$ cat config.mk
export PLATFORM = sky130hd
export DESIGN_NAME = scan_addr_gen
export DESIGN_NICKNAME = d
export VERILOG_FILES = /design/src/rtl/scan_addr_pkg.sv /design/src/rtl/scan_addr_regs.sv /design/src/rtl/scan_row_ctr.sv /design/src/rtl/scan_addr_gen.sv
export SDC_FILE = /design/constraint.sdc
export NUM_CORES = 1
export LEC_CHECK = 0
export ABC_AREA = 0
export CAP_MARGIN = 10
export CORE_MARGIN = 10
export CORE_UTILIZATION = 58
export DETAILED_ROUTE_END_ITERATION = 16
export HOLD_SLACK_MARGIN = 0.03
export PLACE_DENSITY_LB_ADDON = 0.3
export SETUP_SLACK_MARGIN = 0.05
export SLEW_MARGIN = 20
export SYNTH_ARGS = -nofsm -noshare
export SYNTH_HDL_FRONTEND = slang
export SYNTH_SLANG_ARGS = --single-unit
$ cat constraint.sdc
create_clock -name clk -period 4.2 [get_ports clk]
set_clock_uncertainty 0.1 [all_clocks]
set_input_delay 0.84 -clock clk [delete_from_list [all_inputs] [get_ports clk]]
set_output_delay 0.84 -clock clk [all_outputs]
set_load 0.01 [all_outputs]
$ cat src/rtl/scan_addr_pkg.sv
package scan_addr_pkg;
  typedef enum logic {
    SEL_START = 1'b0,
    SEL_PITCH = 1'b1
  } wr_target_e;
endpackage

$ cat src/rtl/scan_addr_regs.sv
module scan_addr_regs
  import scan_addr_pkg::*;
#(
  parameter int ADDR_W     = 32,
  parameter int PITCH_W    = 11,
  parameter int WORD_SHIFT = 2,
  localparam int PAN_W     = WORD_SHIFT + 1
) (
  input  logic               clk,
  input  logic               rst,
  input  logic               vblank,
  input  logic               wr_en,
  input  wr_target_e         wr_sel,
  input  logic [ADDR_W-1:0]  wr_data,
  output logic [PITCH_W-1:0] pitch_o,
  output logic [ADDR_W-1:0]  act_start_o,
  output logic [PAN_W-1:0]   pan_o
);
  logic [ADDR_W-1:0]  pend_q;
  logic [ADDR_W-1:0]  act_q;
  logic [PITCH_W-1:0] pitch_q;

  // software-side copies, written at any time
  always_ff @(posedge clk) begin
    if (rst) begin
      pend_q  <= '0;
      pitch_q <= '0;
    end else if (wr_en) begin
      if (wr_sel == SEL_START) pend_q  <= wr_data;
      else                     pitch_q <= wr_data[PITCH_W-1:0];
    end
  end

  // start address used by scanout only changes inside blanking
  always_ff @(posedge clk) begin
    if (rst)         act_q <= '0;
    else if (vblank) act_q <= pend_q;
  end

  assign pitch_o     = pitch_q;
  assign act_start_o = act_q;
  assign pan_o       = {act_q[WORD_SHIFT-1:0], 1'b0};
endmodule

$ cat src/rtl/scan_row_ctr.sv
module scan_row_ctr #(
  parameter int WADDR_W = 30
) (
  input  logic               clk,
  input  logic               rst,
  input  logic               vblank,
  input  logic               frame_start,
  input  logic               line_start,
  input  logic               line_cmp,
  input  logic [WADDR_W-1:0] load_word,
  input  logic [WADDR_W-1:0] step_word,
  output logic [WADDR_W-1:0] row_o,
  output logic               first_o
);
  logic [WADDR_W-1:0] row_q;
  logic               first_q;

  always_ff @(posedge clk) begin
    if (rst) begin
      row_q   <= '0;
      first_q <= 1'b1;
    end else if (frame_start) begin
      row_q   <= load_word;
      first_q <= 1'b1;
    end else if (line_cmp) begin
      row_q   <= '0;
      first_q <= 1'b1;
    end else if (line_start && !vblank) begin
      if (first_q) first_q <= 1'b0;
      else         row_q   <= row_q + step_word;
    end
  end

  assign row_o   = row_q;
  assign first_o = first_q;
endmodule

$ cat src/rtl/scan_addr_gen.sv
module scan_addr_gen
  import scan_addr_pkg::*;
#(
  parameter int ADDR_W      = 32,
  parameter int PITCH_W     = 11,
  parameter int PITCH_SHIFT = 3,
  parameter int WORD_SHIFT  = 2,
  localparam int WADDR_W    = ADDR_W - WORD_SHIFT,
  localparam int PAN_W      = WORD_SHIFT + 1
) (
  input  logic               clk,
  input  logic               rst,
  input  logic               vblank,
  input  logic               frame_start,
  input  logic               line_start,
  input  logic               line_cmp,
  input  logic               wr_en,
  input  logic               wr_sel,
  input  logic [ADDR_W-1:0]  wr_data,
  output logic [WADDR_W-1:0] rd_word_addr,
  output logic [PAN_W-1:0]   pan
);
  logic [PITCH_W-1:0] pitch_val;
  logic [ADDR_W-1:0]  act_start;
  logic [WADDR_W-1:0] step_word;
  logic [WADDR_W-1:0] load_word;
  logic               first_line;

  scan_addr_regs #(
    .ADDR_W(ADDR_W), .PITCH_W(PITCH_W), .WORD_SHIFT(WORD_SHIFT)
  ) u_regs (
    .clk(clk), .rst(rst), .vblank(vblank),
    .wr_en(wr_en), .wr_sel(wr_target_e'(wr_sel)), .wr_data(wr_data),
    .pitch_o(pitch_val), .act_start_o(act_start), .pan_o(pan)
  );

  assign load_word = act_start[ADDR_W-1:WORD_SHIFT];

  // pitch unit to word unit conversion
  generate
    if (PITCH_SHIFT >= WORD_SHIFT) begin : g_step_up
      assign step_word = WADDR_W'(pitch_val) << (PITCH_SHIFT - WORD_SHIFT);
    end else begin : g_step_dn
      assign step_word = WADDR_W'(pitch_val) >> (WORD_SHIFT - PITCH_SHIFT);
    end
  endgenerate

  scan_row_ctr #(.WADDR_W(WADDR_W)) u_row (
    .clk(clk), .rst(rst), .vblank(vblank),
    .frame_start(frame_start), .line_start(line_start), .line_cmp(line_cmp),
    .load_word(load_word), .step_word(step_word),
    .row_o(rd_word_addr), .first_o(first_line)
  );
endmodule

After elaboration in Yosys (flattened, before gate mapping):

Cells that the tools add are included.
Widths: inputs -> output; s select.

* add/sub/neg operators: 1
* equal/unequal tests: 1
* mux-type cells: 4
* bitwise operators: 1
* reductions and logical operators: 7

Operators by type and width (count)
* $mux 30: 4
* $add 30x12->30: 1
* $reduce_and 2->1: 3
* $ne 3x3->1 const B: 1
* $reduce_bool 3->1: 1
* $reduce_or 3->1: 1
* $logic_and 1x1->1: 1
* $logic_not 1->1: 1
* $not 1->1: 1

* register bits: 106
* output and inout port bits: 33
* logic and storage cells: 19

Depth between registers and ports, before layout:

* depth after elaboration: 5
* mapped depth: 9
* gate-level depth less buffers: 9

By module:

From an unflattened synthesis, not the netlist that was laid out.

* cells, all modules: 673
* area, all modules: 5988.2 µm²

Modules (own cells, without submodules)
* scan_addr_regs: instances 1, cells each 288, area each 3037.9 µm², seq. area each 1501.4 µm²
* scan_row_ctr: instances 1, cells each 384, area each 2946.6 µm², seq. area each 620.6 µm²
* scan_addr_gen: instances 1, cells each 1, area each 3.8 µm², seq. area each 0.0 µm²

Worst setup path after synthesis:

Ideal clock, no wire load.

* kind: input -> register
* start point: input vblank
* end point: register u_row.row_q[25], in the netlist u_row.row_o[25]
* setup time: 0.125 ns
* arrival: 2.463 ns
* data required time: 3.975 ns
* path slack: 1.512 ns
* cell stages on the path: 8
* buffers on the path: 2
* path through: buf_6 or3b_1 buf_2 nor4b_4 o211ai_2 a2111oi_2 xnor2_1 o21ai_1

* longest elaborated chain between the ends: 4

RTL lines
* from (decl): RTL line scan_addr_gen.sv:13 `input logic vblank,`
* $logic_not 1->1: RTL line scan_row_ctr.sv:28 `end else if (line_start && !vblank) begin`
* $logic_and 1x1->1: RTL line scan_row_ctr.sv:28
* $reduce_bool 3->1 (no source line)
* $reduce_and 2->1 (no source line)
* to (signal assigned): RTL line scan_row_ctr.sv:23 `row_q <= load_word;`
* to (signal assigned): RTL line scan_row_ctr.sv:30 `else row_q <= row_q + step_word;`
* to (decl): RTL line scan_row_ctr.sv:15 `logic [WADDR_W-1:0] row_q;`

No other way between the ends.
A chain may end at the register's enable or synchronous reset.

Worst setup path in the final report:

* start point: register u_row.row_q[1], in the netlist u_row.row_o[1]
* end point: register u_row.row_q[23], in the netlist u_row.row_o[23]

* longest elaborated chain between the ends: 5

RTL lines
* $add 30x12->30: RTL line scan_row_ctr.sv:30
* $mux 30: RTL line scan_row_ctr.sv:29 `if (first_q) first_q <= 1'b0;`
* $mux 30: RTL line scan_row_ctr.sv:28
* $mux 30: RTL line scan_row_ctr.sv:25 `end else if (line_cmp) begin`
* $mux 30: RTL line scan_row_ctr.sv:22 `end else if (frame_start) begin`

No other way between the ends. The select of a mux whose other input is x is not followed.

==> impl_metrics.py <==
metrics = {
    "place": {
        "place.detailed.hpwl_um": 9462,
        "io_buffers": 71,
        "gp_congestion": 0.9533,
    },
    "flow_run": {
        "cap_violations": 0,
    },
    "routing": {
        "wl_per_cell_um": 17.15,
        "wl_met1_um": 5843,
        "first_pass_iters": 4,
        "top_layer_used": "met4",
        "antenna_left": 0,
        "met3WireLength_um": 905,
        "wirelength_um": 12780,
        "vias_per_cell": 5.831,
        "num_vias": 4344,
        "drtIter0Drc": 323,
        "drc": 0,
        "wl_met2_um": 5917,
    },
    "critical_path": {
        "path_depth": 9,
        "critPathArrivalTime_ns": 3.45,
        "critPathCaptureType": "register",
        "crit_family": "compound AO/OA/AOI/OAI gates",
        "crit_chain": "ha_1, inv_1, fa_1, nand2b_1, a21oi_1, o21ai_0, o21ai_0, a41oi_1, o21ai_0",
        "cp_common_cell": "o21ai_0",
        "max_stage_delay_ns": 0.54,
        "cp.required_ns": 4.38,
        "crit_path_max_fanout": 5,
        "worstRegToRegCells": 9,
        "crit_buf_inv": 1,
        "cp-start-kind": "register",
        "critPathSlowestCell": "o21ai_0",
        "cp-startpoint": "u_row.row_o[1]",
        "crit_type": "register to register",
        "timing.rr.start": "u_row.row_o[1]",
    },
    "yosys": {
        "synth_fp_nets": 635,
        "synth_edf_count": 0,
        "synth_top_area_share_pct": 44.21,
        "yosysTopAreaCell": "dfxtp_1",
        "ys_async_sr_fraction_pct": 0,
        "yosys_warnings": 0,
        "avgSynthCellArea_um2": 8.233,
        "synth_cells": 583,
        "synth.top_cells.by_area": "dfxtp_1, nand2_1, mux2i_1",
        "synth_cell_type_count": 60,
        "syn-cell-area_um2": 4800,
        "ys_ff_latch": 106,
        "ys_seq_area_share_pct": 44.21,
        "synth-main-ff-cell": "dfxtp_1",
    },
    "sta": {
        "tightestPinTransition_ns": 1.100,
        "hold_violations": 0,
        "max_freq_mhz": 305.7,
        "setup_viol": 0,
        "relSlewSlack_pct": 26.53,
        "min_period_over_period_pct": 77.89,
        "fin_crit_ns": 3.272,
        "rsz0062_at_grt": "false",
        "setup_tns_ns": 0,
        "slew_violations": 0,
    },
    "finish": {
        "syn_to_final_growth_pct": 19.26,
        "final_cell_mix": "nand2_1, dfxtp_1, clkdlybuf4s50_1",
        "final_common_cell": "nand2_1",
        "num-nets-final": 687,
        "diodes": 0,
        "drive_gt1_share_pct": 5.625,
    },
    "cts": {
        "cts_setup_buffers": 0,
        "cts_tree": "yes",
        "hold_buffers": 0,
        "clk_pin_slew_worst_paths_ns": 0.11,
        "cts_resized": 0,
        "cts_root_buffer": "clkbuf_8",
        "htree_levels": 3,
        "clkLatencyLatePin_ns": 0.37,
        "clock_path_buffers": 2,
        "cts_made_buffers": 9,
        "cts.sinks": 106,
    },
    "floorplanning": {
        "initial_core_util_pct": 59.01,
        "die-area_um2": 12310,
        "rows": 33,
        "core-area_um2": 8134,
        "die_h_um": 111.0,
        "ios": 73,
        "die_x_um": 111.0,
    },
    "hold_path": {
        "min_path_cells": 2,
        "worst_hold_startpoint": "u_regs.pend_q[24]",
        "hold_path_class": "register to register",
    },
    "global_routing": {
        "grt_start_max_net_pins": 72,
        "grt_pass1_vias": 4363,
        "antenna_found_initial": 0,
        "grt_usage_pct": 20.45,
        "grt_pass1_wl_um": 21430,
        "gr-total-overflow": 0,
    },
    "pwr": {
        "peakVddDrop_v": 0.0002330,
        "p_per_area_nw_per_um2": 333.4,
        "power_mw": 1.909,
        "p_leak_nw": 2.113,
    },
    "run_status": {
        "status": "finished clean",
    },
}
[area by class of cell]
type / count / area [µm²]
sequential: 106 / 2122
timing repair buffer: 76 / 738.2
fill: 642 / 2410
multi-input combinational: 432 / 2491
clock buffer: 10 / 127.6
inverter: 10 / 37.54
tap: 105 / 131.4
clock inverter: 6 / 76.32
[logic make-up after synthesis]
kind of cell | count (synthesis) | synth area share (%)
XOR/XNOR | 16 | 2.920
buffers and inverters | 45 | 3.936
flip-flops | 106 | 44.21
AND/OR/NAND/NOR | 234 | 21.04
multiplexers | 32 | 6.674
AO/OA/AOI/OAI | 137 | 17.86
other | 1 | 0.07813
adder cells (fa/ha/maj) | 12 | 3.285
[power by group]
group	internal (mW)	total, mW	switching (mW)
registers	1.04	1.06	0.0241
clock network	0.289	0.651	0.362
logic	0.0899	0.197	0.107
[cells in the mapped netlist (4+ instances only)]
master,number
ha_1,11
clkbuf_1,24
dfxtp_1,106
nand4_1,4
nand3_1,5
mux2i_1,32
nor2_1,63
a21o_1,4
a211oi_1,12
nand2_1,124
nor4_1,7
a21oi_1,62
inv_1,10
nor3_1,10
o21ai_0,23
nand2b_1,4
or2_2,4
xnor2_1,13
buf_1,6
[layer usage]
metal | global-route usage (%) | vias to the layer above
met2 | 32.67 | 150
met5 | 0 | -
met3 | 5.844 | 12
li1 | - | 2119
met4 | 4.340 | 0
met1 | 26.67 | 2063
[registers in the layout, summed over array words and instances, names as in the netlist]
| register | count |
|---|---|
| u_row.row_o | 30 |
| u_regs.pitch_o | 11 |
| u_row.first_o | 1 |
| u_regs.act_start_o | 32 |
| u_regs.pend_q | 32 |
[per-stage QoR]
step	util (%)	area, µm²	hold slack (ns)	cells	setup WS [ns]
after global routing	70.37	5724	0.3907	745	0.7265
after CTS	70.37	5724	0.3641	745	1.066
final	70.37	5724	0.3619	745	0.9284
after floorplan	-	4800	0.3244	583	1.512
after global placement	67.87	5520	0.3423	729	0.9201
after detailed placement	67.87	5520	0.3471	729	0.8511
[worst reg2reg max path: stages (launching register included)]
cell and delay [ns]:
dfxtp_1 0.42, ha_1 0.23, inv_1 0.07, fa_1 0.40, nand2b_1 0.21, a21oi_1 0.45, o21ai_0 0.29, o21ai_0 0.54
a41oi_1 0.24, o21ai_0 0.22
[final timing paths]
kind | endpoint | slack [ns]
worst max register to register | u_row.row_o[23] | 0.93
worst min register to register | u_regs.pend_q[24] | 0.36
worst min-delay path | u_regs.pend_q[24] | 0.36
worst max-delay path | u_row.row_o[23] | 0.93
(Power assumes the default switching activity.)
